===== src/rtl/bitband_pkg.sv =====
package bitband_pkg;

   typedef enum logic [2:0] {
      ST_IDLE,
      ST_RD_REQ,
      ST_RD_WAIT,
      ST_WR_REQ,
      ST_WR_WAIT,
      ST_RESP
   } bb_state_e;

   typedef enum logic [1:0] {
      OP_PASS,
      OP_BIT_RD,
      OP_BIT_WR
   } bb_op_e;

endpackage


===== src/rtl/bitband_region.sv =====
module bitband_region #(
   parameter int unsigned            ADDR_W   = 32,
   parameter int unsigned            WIN_BITS = 20,
   parameter int unsigned            BIT_W    = 5,
   parameter int unsigned            LANE_W   = 2,
   parameter logic [ADDR_W-1:0]      BASE     = 32'h2000_0000,
   parameter logic [ADDR_W-1:0]      ALIAS    = 32'h2200_0000
) (
   input  logic [ADDR_W-1:0] addr,
   output logic              hit,
   output logic [ADDR_W-1:0] word_addr,
   output logic [BIT_W-1:0]  bit_idx
);
   localparam int unsigned ALIAS_BITS = WIN_BITS + BIT_W;

   if (BASE[WIN_BITS-1:0] != '0) begin : g_bad_base
      $error("bitband_region: region base not aligned to its size");
   end
   if (ALIAS[ALIAS_BITS-1:0] != '0) begin : g_bad_alias
      $error("bitband_region: alias base not aligned to its window");
   end

   logic [ALIAS_BITS-1:0] offs;
   logic [ADDR_W-1:0]     word_off;
   logic [LANE_W-1:0]     unused_low;

   assign offs       = addr[ALIAS_BITS-1:0];
   assign unused_low = offs[LANE_W-1:0];
   assign hit        = (addr[ADDR_W-1:ALIAS_BITS] == ALIAS[ADDR_W-1:ALIAS_BITS]);

   always_comb begin
      word_off = '0;
      word_off[WIN_BITS-1:0] = {offs[ALIAS_BITS-1:BIT_W+LANE_W], {LANE_W{1'b0}}};
   end

   assign word_addr = BASE + word_off;
   assign bit_idx   = offs[BIT_W+LANE_W-1:LANE_W];

endmodule


===== src/rtl/bitband_decode.sv =====
module bitband_decode #(
   parameter int unsigned                ADDR_W    = 32,
   parameter int unsigned                WIN_BITS  = 20,
   parameter int unsigned                BIT_W     = 5,
   parameter int unsigned                LANE_W    = 2,
   parameter int unsigned                NREG      = 2,
   parameter logic [NREG*ADDR_W-1:0]     BASE_VEC  = {32'h4000_0000, 32'h2000_0000},
   parameter logic [NREG*ADDR_W-1:0]     ALIAS_VEC = {32'h4200_0000, 32'h2200_0000}
) (
   input  logic [ADDR_W-1:0] addr,
   output logic              is_alias,
   output logic [ADDR_W-1:0] target_addr,
   output logic [BIT_W-1:0]  bit_idx
);
   logic [NREG-1:0]   hit;
   logic [ADDR_W-1:0] wa [NREG];
   logic [BIT_W-1:0]  bi [NREG];

   for (genvar g = 0; g < NREG; g++) begin : g_rgn
      bitband_region #(
         .ADDR_W   (ADDR_W),
         .WIN_BITS (WIN_BITS),
         .BIT_W    (BIT_W),
         .LANE_W   (LANE_W),
         .BASE     (BASE_VEC[g*ADDR_W +: ADDR_W]),
         .ALIAS    (ALIAS_VEC[g*ADDR_W +: ADDR_W])
      ) u_rgn (
         .addr      (addr),
         .hit       (hit[g]),
         .word_addr (wa[g]),
         .bit_idx   (bi[g])
      );
   end

   always_comb begin
      is_alias    = 1'b0;
      target_addr = addr;
      bit_idx     = '0;
      for (int i = 0; i < NREG; i++) begin
         if (hit[i]) begin
            is_alias    = 1'b1;
            target_addr = wa[i];
            bit_idx     = bi[i];
         end
      end
   end

endmodule


===== src/rtl/bitband_bitops.sv =====
module bitband_bitops #(
   parameter int unsigned DATA_W = 32,
   parameter int unsigned BIT_W  = 5
) (
   input  logic [DATA_W-1:0] word,
   input  logic [BIT_W-1:0]  bit_idx,
   input  logic              new_val,
   output logic [DATA_W-1:0] rd_bit,
   output logic [DATA_W-1:0] merged
);
   for (genvar j = 0; j < DATA_W; j++) begin : g_lane
      assign merged[j] = (bit_idx == BIT_W'(j)) ? new_val : word[j];
   end

   always_comb begin
      rd_bit    = '0;
      rd_bit[0] = word[bit_idx];
   end

endmodule


===== src/rtl/bitband_seq.sv =====
module bitband_seq
   import bitband_pkg::*;
#(
   parameter int unsigned ADDR_W = 32,
   parameter int unsigned DATA_W = 32,
   parameter int unsigned BIT_W  = 5
) (
   input  logic              clk,
   input  logic              rst_n,
   input  logic              up_valid,
   output logic              up_ready,
   input  logic              up_write,
   input  logic [DATA_W-1:0] up_wdata,
   output logic              up_rsp_valid,
   output logic [DATA_W-1:0] up_rdata,
   input  logic              dec_alias,
   input  logic [ADDR_W-1:0] dec_addr,
   input  logic [BIT_W-1:0]  dec_bit,
   output logic [BIT_W-1:0]  bit_q,
   output logic              new_val,
   input  logic [DATA_W-1:0] rd_bit,
   input  logic [DATA_W-1:0] merged,
   output logic              dn_valid,
   input  logic              dn_ready,
   output logic              dn_write,
   output logic              dn_lock,
   output logic [ADDR_W-1:0] dn_addr,
   output logic [DATA_W-1:0] dn_wdata,
   input  logic              dn_rsp_valid,
   input  logic [DATA_W-1:0] dn_rdata
);
   bb_state_e         state_q;
   bb_op_e            op_q;
   logic              write_q;
   logic [ADDR_W-1:0] addr_q;
   logic [DATA_W-1:0] wdata_q;
   logic [DATA_W-1:0] merged_q;
   logic [DATA_W-1:0] rdata_q;

   always_ff @(posedge clk or negedge rst_n) begin
      if (!rst_n) begin
         state_q  <= ST_IDLE;
         op_q     <= OP_PASS;
         write_q  <= 1'b0;
         addr_q   <= '0;
         wdata_q  <= '0;
         bit_q    <= '0;
         merged_q <= '0;
         rdata_q  <= '0;
      end else begin
         case (state_q)
            ST_IDLE: if (up_valid) begin
               op_q    <= dec_alias ? (up_write ? OP_BIT_WR : OP_BIT_RD) : OP_PASS;
               write_q <= up_write;
               addr_q  <= dec_addr;
               wdata_q <= up_wdata;
               bit_q   <= dec_bit;
               state_q <= ST_RD_REQ;
            end
            ST_RD_REQ: if (dn_ready) state_q <= ST_RD_WAIT;
            ST_RD_WAIT: if (dn_rsp_valid) begin
               case (op_q)
                  OP_BIT_RD: begin
                     rdata_q <= rd_bit;
                     state_q <= ST_RESP;
                  end
                  OP_BIT_WR: begin
                     merged_q <= merged;
                     state_q  <= ST_WR_REQ;
                  end
                  default: begin
                     rdata_q <= write_q ? '0 : dn_rdata;
                     state_q <= ST_RESP;
                  end
               endcase
            end
            ST_WR_REQ: if (dn_ready) state_q <= ST_WR_WAIT;
            ST_WR_WAIT: if (dn_rsp_valid) begin
               rdata_q <= '0;
               state_q <= ST_RESP;
            end
            default: state_q <= ST_IDLE;
         endcase
      end
   end

   assign new_val      = wdata_q[0];
   assign up_ready     = (state_q == ST_IDLE);
   assign up_rsp_valid = (state_q == ST_RESP);
   assign up_rdata     = rdata_q;
   assign dn_valid     = (state_q == ST_RD_REQ) || (state_q == ST_WR_REQ);
   assign dn_addr      = addr_q;
   assign dn_write     = (state_q == ST_WR_REQ) ||
                         ((state_q == ST_RD_REQ) && (op_q == OP_PASS) && write_q);
   assign dn_wdata     = (state_q == ST_WR_REQ) ? merged_q : wdata_q;
   assign dn_lock      = (op_q == OP_BIT_WR) && (state_q != ST_IDLE) && (state_q != ST_RESP);

endmodule


===== src/rtl/bitband_xlate.sv =====
module bitband_xlate #(
   parameter int unsigned       ADDR_W     = 32,
   parameter int unsigned       DATA_W     = 32,
   parameter int unsigned       WIN_BITS   = 20,
   parameter logic [ADDR_W-1:0] RGN0_BASE  = 32'h2000_0000,
   parameter logic [ADDR_W-1:0] RGN0_ALIAS = 32'h2200_0000,
   parameter logic [ADDR_W-1:0] RGN1_BASE  = 32'h4000_0000,
   parameter logic [ADDR_W-1:0] RGN1_ALIAS = 32'h4200_0000
) (
   input  logic              clk,
   input  logic              rst_n,
   input  logic              up_valid,
   output logic              up_ready,
   input  logic              up_write,
   input  logic [ADDR_W-1:0] up_addr,
   input  logic [DATA_W-1:0] up_wdata,
   output logic              up_rsp_valid,
   output logic [DATA_W-1:0] up_rdata,
   output logic              dn_valid,
   input  logic              dn_ready,
   output logic              dn_write,
   output logic              dn_lock,
   output logic [ADDR_W-1:0] dn_addr,
   output logic [DATA_W-1:0] dn_wdata,
   input  logic              dn_rsp_valid,
   input  logic [DATA_W-1:0] dn_rdata
);
   localparam int unsigned BIT_W  = $clog2(DATA_W);
   localparam int unsigned LANE_W = $clog2(DATA_W / 8);
   localparam int unsigned NREG   = 2;
   localparam logic [NREG*ADDR_W-1:0] BASE_VEC  = {RGN1_BASE, RGN0_BASE};
   localparam logic [NREG*ADDR_W-1:0] ALIAS_VEC = {RGN1_ALIAS, RGN0_ALIAS};

   if (DATA_W < 8 || (1 << BIT_W) != DATA_W) begin : g_bad_data
      $error("bitband_xlate: DATA_W must be a power of two of at least 8");
   end
   if (ADDR_W <= WIN_BITS + BIT_W) begin : g_bad_addr
      $error("bitband_xlate: ADDR_W too small for the alias window");
   end

   logic              dec_alias;
   logic [ADDR_W-1:0] dec_addr;
   logic [BIT_W-1:0]  dec_bit;
   logic [BIT_W-1:0]  bit_q;
   logic              new_val;
   logic [DATA_W-1:0] rd_bit;
   logic [DATA_W-1:0] merged;

   bitband_decode #(
      .ADDR_W    (ADDR_W),
      .WIN_BITS  (WIN_BITS),
      .BIT_W     (BIT_W),
      .LANE_W    (LANE_W),
      .NREG      (NREG),
      .BASE_VEC  (BASE_VEC),
      .ALIAS_VEC (ALIAS_VEC)
   ) u_decode (
      .addr        (up_addr),
      .is_alias    (dec_alias),
      .target_addr (dec_addr),
      .bit_idx     (dec_bit)
   );

   bitband_bitops #(
      .DATA_W (DATA_W),
      .BIT_W  (BIT_W)
   ) u_bitops (
      .word    (dn_rdata),
      .bit_idx (bit_q),
      .new_val (new_val),
      .rd_bit  (rd_bit),
      .merged  (merged)
   );

   bitband_seq #(
      .ADDR_W (ADDR_W),
      .DATA_W (DATA_W),
      .BIT_W  (BIT_W)
   ) u_seq (
      .clk          (clk),
      .rst_n        (rst_n),
      .up_valid     (up_valid),
      .up_ready     (up_ready),
      .up_write     (up_write),
      .up_wdata     (up_wdata),
      .up_rsp_valid (up_rsp_valid),
      .up_rdata     (up_rdata),
      .dec_alias    (dec_alias),
      .dec_addr     (dec_addr),
      .dec_bit      (dec_bit),
      .bit_q        (bit_q),
      .new_val      (new_val),
      .rd_bit       (rd_bit),
      .merged       (merged),
      .dn_valid     (dn_valid),
      .dn_ready     (dn_ready),
      .dn_write     (dn_write),
      .dn_lock      (dn_lock),
      .dn_addr      (dn_addr),
      .dn_wdata     (dn_wdata),
      .dn_rsp_valid (dn_rsp_valid),
      .dn_rdata     (dn_rdata)
   );

endmodule


===== config.mk =====
export PLATFORM = sky130hd
export DESIGN_NAME = bitband_xlate
export DESIGN_NICKNAME = d
export VERILOG_FILES = /design/src/rtl/bitband_pkg.sv /design/src/rtl/bitband_region.sv /design/src/rtl/bitband_decode.sv /design/src/rtl/bitband_bitops.sv /design/src/rtl/bitband_seq.sv /design/src/rtl/bitband_xlate.sv
export SDC_FILE = /design/constraint.sdc
export NUM_CORES = 1
export LEC_CHECK = 0
export ABC_AREA = 1
export BUFFER_PORTS_ARGS = -buffer_cell sky130_fd_sc_hd__buf_2
export CAP_MARGIN = 10
export CORE_MARGIN = 4
export CORE_UTILIZATION = 48
export CTS_CLUSTER_SIZE = 30
export DETAILED_ROUTE_END_ITERATION = 10
export GPL_TIMING_DRIVEN = 0
export PLACE_DENSITY = 0.75
export SYNTH_ARGS = -nofsm -noshare
export SYNTH_HDL_FRONTEND = slang
export SYNTH_SLANG_ARGS = --single-unit

===== constraint.sdc =====
create_clock -name clk -period 4 [get_ports clk]
set_input_delay 0.8 -clock clk [delete_from_list [all_inputs] [get_ports clk]]
set_output_delay 0.8 -clock clk [all_outputs]
set_load 0.01 [all_outputs]

==> flow_metrics.env, run 1 <==
export IMPL_maxCapViolCount=0
export IMPL_synthXorXnorAreaFrac_pct=0
export IMPL_final_util_pct=63.14
export IMPL_clock_tree_htree_level_count=4
export IMPL_drt_pass1_iter_count=5
export IMPL_slew_violations=0
export IMPL_yosys_cell_types_count=37
export IMPL_preCtsSetupSlack_ns=1.625
export IMPL_clk_pin_slew_ns=0.06
export IMPL_max_clock_freq_mhz=351.6
export IMPL_drtIter0Drc=561
export IMPL_core_um2=14040
export IMPL_final_hold_violation_count=0
export IMPL_max_slew_margin_rel_pct=64.15
export IMPL_setup_viol=0
export IMPL_max_slew_worst_pin_slew_ns=0.5378
export IMPL_setup_worst_path_end_class="primary output"
export IMPL_layout_cells_most_common="nand2_1"
export IMPL_unrepaired_setup_endpoints_after_global_routing="false"
export IMPL_design_die_area_um2=16500
export IMPL_postSynthNetCount=947
export IMPL_crit_type="reg2out"
export IMPL_cts_post_setup_buffers_inserted=0
export IMPL_crit_arrival_ns=2.04
export IMPL_fin_worst_skew_ns=0.008812
export IMPL_netlist_area_um2=6965
export IMPL_dr_total_vias=6789
export IMPL_seq_power_share_pct=35.4
export IMPL_io_pin_count=203
export IMPL_grt_pass1_vias=6548
export IMPL_post_cts_resize_count=0
export IMPL_area_growth_synth_to_final_pct=27.29
export IMPL_cts_hold_buffers=0
export IMPL_cts_tree="built"
export IMPL_finalWirelength_um=21980
export IMPL_synth_warnings=0
export IMPL_totalNegativeSetupSlack_ns=0
export IMPL_placement_rows=43
export IMPL_power_per_cell_area_nw_per_um2=694.5
export IMPL_syn_avg_cell_area_um2=8.243
export IMPL_vdd_drop_max_uv=402.7
export IMPL_cts_root_to_sink_buffers=2
export IMPL_layout_common_cells="285 x nand2_1, 222 x buf_2, 139 x dfrtp_1, 78 x o21ai_0, 74 x inv_1"
export IMPL_top_fanout_value_on_the_critical_path=10
export IMPL_ctsRootBufferMaster="clkbuf_16"
export IMPL_place_congestion=0.9674
export IMPL_die_y_um=128.5
export IMPL_period_share_pct=71.11
export IMPL_numPortBuffers=202
export IMPL_cts_sinks=139
export IMPL_power_internal_mw=3.863
export IMPL_hp_class="in2async"
export IMPL_finalWorstPathRequiredPeriod_ns=2.844
export IMPL_grt_total_usage_pct=26.66
export IMPL_global_route_overflow_total=0
export IMPL_synth_seq_cells=139
export IMPL_power_share_clock_pct=27.1
export IMPL_filler_cell_count=1230
export IMPL_vias_per_std_cell=5.380
export IMPL_place_hpwl_um=16550
export IMPL_combPwrFrac_pct=37.5
export IMPL_source_to_sink_clock_delay_at_the_later_pin_of_the_worst_skew_pair_ns=0.42
export IMPL_starting_density_pct=49.60
export IMPL_finalWorstSetupSlack_ns=1.156
export IMPL_synth_area_mux_share_pct=0
export IMPL_required_ns=3.20
export IMPL_critPathLaunchType="flip-flop"
export IMPL_synth_sequential_area_ratio_pct=49.94
export IMPL_netSwitchingPower_mw=2.295
export IMPL_synth_compound_gate_area_share_pct=19.27
export IMPL_postRouteAntennaNets=0
export IMPL_grt_max_degree=97
export IMPL_wl_per_instance_um=17.41
export IMPL_netSwitchingFraction_pct=37.27
export IMPL_die_w_um=128.5
export IMPL_tritoncts_num_buffers=17
export IMPL_outcome="finished clean"
export IMPL_p_leak_nw=4.642
export IMPL_design_final_nets=1169
export IMPL_yosys_area_share_adder_pct=0
export IMPL_layout_drive_gt1_share_pct=28.98
export IMPL_syn_instance_count=845
export IMPL_synth_top_family_by_area="simple AND/OR/NAND/NOR gates"
export IMPL_grt_pass1_wl_um=34170
export IMPL_synth_simple_gate_area_share_pct=22.24
export IMPL_drc_errors=0
export IMPL_number_of_antenna_violations_at_the_first_check_in_global_routing=1
## flip-flops by register name, summed over array words and instances, names as in the netlist
signal,cells
u_seq.bit_q,5
u_seq.dn_addr,32
u_seq.merged_q,32
u_seq.op_q,2
u_seq.state_q,3
u_seq.up_rdata,32
u_seq.wdata_q,32
u_seq.write_q,1
## routing by layer
layer | wire length (um) | GRT usage [%]
met1 | 8988 | 34.85
met2 | 10460 | 42.48
met3 | 2027 | 8.344
met4 | 498 | 8.677
met5 | 0 | 0
## cell type report
type	count	area (um2)	share of cell area, %
Sequential cell	139	3478	39.23
Multi-Input combinational cell	574	2892	32.61
Timing Repair Buffer	203	1045	11.78
Clock buffer	20	456.7	5.151
Inverter	81	306.5	3.458
Buffer	51	289.0	3.260
Tap cell	180	225.2	2.540
Clock inverter	12	168.9	1.905
Antenna cell	2	5.005	0.05645
## Yosys cell counts (all sizes together)
cell     number  area [um2]
nand2       290        1111
dfrtp       139        3478
o21ai       118       665.6
inv          81       306.5
buf          38       240.2
nor2         30       162.7
a21oi        24       120.1
o211ai       22       165.2
nor3         18       106.4
clkbuf       13       48.80
nand3        13       87.59
a2bb2oi      12       105.1
nand4        12       75.07
o311ai       11       96.35
a32o         10       100.1
o22ai         6       37.54
o21a          5       37.54
a31oi         1       6.260
and3          1       6.260
o41ai         1       8.760
## final timing paths
path                                            to  slack (ns)               start  cells past startpoint
worst min register to register  u_seq.up_rdata[16]        0.48  u_seq.up_rdata[16]                      2
worst min-delay path             u_seq.wdata_q[17]        0.30               rst_n                      1
min in group clk                u_seq.up_rdata[16]        0.48  u_seq.up_rdata[16]                      2
worst max-delay path                   dn_wdata[5]        1.16    u_seq.state_q[1]                      7
max in group asynchronous         u_seq.wdata_q[1]        2.88               rst_n                      2
worst max register to register   u_seq.wdata_q[12]        2.20    u_seq.state_q[1]                      8
## kinds of logic after synthesis
logic type | count (synthesis)
and+or+nand+nor | 364
AOI/OAI and AO/OA | 210
DFF | 139
buffers and inverters | 132
## metrics by stage
step	hold slack, ns	instances	total power [mW]	cell area, um2
after floorplan	0.4492	845	3.523	6965
after global placement	0.4581	1227	4.451	8202
after detailed placement	0.4639	1228	4.501	8235
after CTS	0.2970	1260	6.181	8861
after global routing	0.3121	1261	6.553	8864
final	0.2952	1262	6.158	8866
## power by group through the flow
stage,Combinational (mW),Sequential (mW),Clock [mW]
after CTS,2.33,2.17,1.68
after global placement,2.27,2.18,0
final,2.31,2.18,1.67
after detailed placement,2.32,2.18,0
after floorplan,1.24,2.28,0
after global routing,2.57,2.23,1.75
## critical path, stage by stage (launching register included)
cell and delay, ns:
dfrtp_1 0.43, inv_2 0.13, nor2_8 0.05, nand2_2 0.09, buf_4 0.20, clkbuf_1 0.39, o21ai_0 0.16, buf_2 0.16
Note: power is estimated with default switching activity, not from simulation.
==> run 2: changes to the inputs <==
--- a/config.mk
+++ b/config.mk
@@ -5,15 +5,15 @@
 export SDC_FILE = /design/constraint.sdc
 export NUM_CORES = 1
 export LEC_CHECK = 0
-export ABC_AREA = 1
+export ABC_AREA = 0
 export BUFFER_PORTS_ARGS = -buffer_cell sky130_fd_sc_hd__buf_2
 export CAP_MARGIN = 10
 export CORE_MARGIN = 4
-export CORE_UTILIZATION = 48
+export CORE_UTILIZATION = 47
 export CTS_CLUSTER_SIZE = 30
 export DETAILED_ROUTE_END_ITERATION = 10
 export GPL_TIMING_DRIVEN = 0
-export PLACE_DENSITY = 0.75
+export PLACE_DENSITY = 0.77
 export SYNTH_ARGS = -nofsm -noshare
 export SYNTH_HDL_FRONTEND = slang
 export SYNTH_SLANG_ARGS = --single-unit
==> constraint.sdc (replaced) <==
create_clock -name clk -period 2.6 [get_ports clk]
set_input_delay 0.52 -clock clk [delete_from_list [all_inputs] [get_ports clk]]
set_output_delay 0.52 -clock clk [all_outputs]
set_load 0.01 [all_outputs]
==> flow_metrics.env, run 2 <==
export IMPL_power_per_cell_area_nw_per_um2=1055
export IMPL_numPortBuffers=202
export IMPL_vdd_drop_max_uv=530.8
export IMPL_hold_slack_ns=-0.002551
export IMPL_die_y_um=126.7
export IMPL_synthTopCellsByCount="183 x nand2_1, 139 x dfrtp_1, 55 x mux2i_1"
export IMPL_most_used_standard_cell_by_instance_count_after_synthesis="nand2_1"
export IMPL_fin_worst_skew_ns=0.008709
export IMPL_area_growth_synth_to_final_pct=28.22
export IMPL_drc_errors=0
export IMPL_syn_instance_count=670
export IMPL_clock_tree_htree_level_count=4
export IMPL_hp_class="in2async"
export IMPL_p_leak_nw=4.426
export IMPL_leading_cell_types_by_total_area_after_synthesis="dfrtp_1 53%, nand2_1 10%, mux2i_1 8.3%"
export IMPL_die_w_um=126.7
export IMPL_violations="hold timing"
export IMPL_final_util_pct=61.42
export IMPL_detailed_place_area_um2=7894
export IMPL_global_route_overflow_total=0
export IMPL_max_slew_worst_pin_slew_ns=0.7665
export IMPL_seq_power_share_pct=37.8
export IMPL_layout_drive_gt1_share_pct=29.42
export IMPL_top_fanout_value_on_the_critical_path=10
export IMPL_period_share_pct=96.36
export IMPL_dr_total_vias=5860
export IMPL_setup_worst_path_end_class="primary output"
export IMPL_synth_largest_type_area_fraction_pct=52.51
export IMPL_combPwrFrac_pct=36.2
export IMPL_cts_sinks=139
export IMPL_netlist_area_um2=6624
export IMPL_placement_rows=43
export IMPL_place_congestion=0.8583
export IMPL_crit_arrival_ns=1.99
export IMPL_finalWorstPathRequiredPeriod_ns=2.505
export IMPL_design_final_nets=994
export IMPL_synth_warnings=0
export IMPL_synth_largest_area_cell="dfrtp_1"
export IMPL_layout_cell_area_non_filler_um2=8493
export IMPL_grt_max_degree=102
export IMPL_cts_root_to_sink_buffers=2
export IMPL_core_um2=13830
export IMPL_synth_sequential_area_ratio_pct=52.51
export IMPL_critPathLaunchType="flip-flop"
export IMPL_crit_type="reg2out"
export IMPL_number_of_antenna_violations_at_the_first_check_in_global_routing=1
export IMPL_max_clock_freq_mhz=399.1
export IMPL_power_internal_mw=5.734
export IMPL_synth_edf_count=0
export IMPL_cts_post_setup_buffers_inserted=0
export IMPL_setup_viol=0
export IMPL_slew_violations=0
export IMPL_starting_density_pct=47.91
export IMPL_grt_pass1_wl_um=31670
export IMPL_place_hpwl_um=14450
export IMPL_vias_per_std_cell=5.401
export IMPL_finalWirelength_um=19940
export IMPL_max_slew_margin_rel_pct=48.50
export IMPL_required_ns=2.08
export IMPL_clk_pin_slew_ns=0.06
export IMPL_final_hold_violation_count=1
export IMPL_maxCapViolCount=0
export IMPL_postRouteAntennaNets=0
export IMPL_unrepaired_setup_endpoints_after_global_routing="false"
export IMPL_dominant_synthesized_flop_cell="dfrtp_1"
export IMPL_layout_cells_most_common="buf_2"
export IMPL_cts_tree="built"
export IMPL_source_to_sink_clock_delay_at_the_later_pin_of_the_worst_skew_pair_ns=0.42
export IMPL_design_die_area_um2=16060
export IMPL_wl_per_instance_um=18.37
export IMPL_tritoncts_num_buffers=17
export IMPL_async_reset_ff_share_pct=100.0
export IMPL_netSwitchingFraction_pct=35.98
export IMPL_ctsRootBufferMaster="clkbuf_16"
export IMPL_postSynthNetCount=772
export IMPL_outcome="finished, violations left"
export IMPL_drt_pass1_iter_count=5
export IMPL_syn_avg_cell_area_um2=9.886
export IMPL_layout_common_cells="218 x buf_2, 181 x nand2_1, 138 x dfrtp_1, 55 x mux2i_1, 47 x nor2_1"
export IMPL_grt_total_usage_pct=25.16
export IMPL_netSwitchingPower_mw=3.223
export IMPL_yosys_cell_types_count=39
export IMPL_power_share_clock_pct=26.0
export IMPL_io_pin_count=203
export IMPL_grt_pass1_vias=5880
export IMPL_synth_seq_cells=139
export IMPL_drtIter0Drc=363
-- run 2: logic make-up after synthesis --
kind of cell / Yosys count / synth area share (%)
AO/OA/AOI/OAI: 104 / 10.12
AND/OR/NAND/NOR: 280 / 17.44
XOR/XNOR: 1 / 0.1322
multiplexers: 95 / 16.36
buffers and inverters: 51 / 3.438
flip-flops: 139 / 52.51
-- run 2: worst paths after layout --
check	start	to	slack [ns]	cells past startpoint
setup / recovery	u_seq.state_q[2]	dn_wdata[0]	0.09	7
hold / removal	rst_n	u_seq.wdata_q[7]	-0.003	1
setup reg to reg	u_seq.state_q[2]	u_seq.up_rdata[6]	0.47	5
hold reg to reg	u_seq.wdata_q[11]	u_seq.wdata_q[11]	0.47	2
max in group asynchronous	rst_n	u_seq.state_q[2]	1.75	2
min in group clk	up_wdata[15]	u_seq.wdata_q[15]	0.29	3
-- run 2: layer usage --
metal	vias to the layer above	share of wire, %	track usage [%]
li1	2738	-	-
met1	2819	42	33.28
met2	270	47	39.79
met3	33	8.7	7.200
met4	0	2.2	9.022
met5	-	0	0
-- run 2: critical path: stages, from the launching register on --
cell and delay, ns:
dfrtp_2 0.45, inv_1 0.13, nand2_2 0.10, inv_2 0.10
nand2_4 0.10, buf_6 0.18, mux2_1 0.35, buf_2 0.15
-- run 2: cell type report --
type | instances | area [um2]
Buffer | 48 | 235.2
Multi-Input combinational cell | 480 | 2928
Tap cell | 180 | 225.2
Sequential cell | 139 | 3480
Timing Repair Buffer | 203 | 1045
Clock inverter | 6 | 61.31
Clock buffer | 25 | 505.5
Fill cell | 1216 | 5334
Inverter | 3 | 11.26
Antenna cell | 1 | 2.502
-- run 2: metrics by stage --
stage                     setup slack [ns]  total power [mW]  instances  setup TNS [ns]  hold slack [ns]
after floorplan                     0.6563             5.203        670               0           0.2244
after global placement             -0.9026             6.511       1052         -124.36           0.4535
after CTS                        -0.003296             9.003       1084       -0.008209        0.0005526
final                              0.09456             8.957       1085               0        -0.002551
after global routing              0.009078             9.522       1085               0          0.02132
after detailed placement            0.1924             6.624       1053               0           0.4496
-- run 2: timing repair --
item / 4_1_cts / 5_1_grt
pin swaps: 0 / 0
resized for setup: 7 / 3
setup endpoints to repair: 30 / 29
hold buffers: 0 / 0
-- run 2: power groups by stage --
stage | Sequential (mW) | Clock (mW) | Combinational, mW
4_1_cts | 3.38 | 2.36 | 3.26
5_1_grt | 3.48 | 2.46 | 3.58
2_1_floorplan | 3.54 | 0 | 1.67
3_5_place_dp | 3.40 | 0 | 3.23
3_3_place_gp | 3.36 | 0 | 3.15
6_report | 3.39 | 2.33 | 3.24
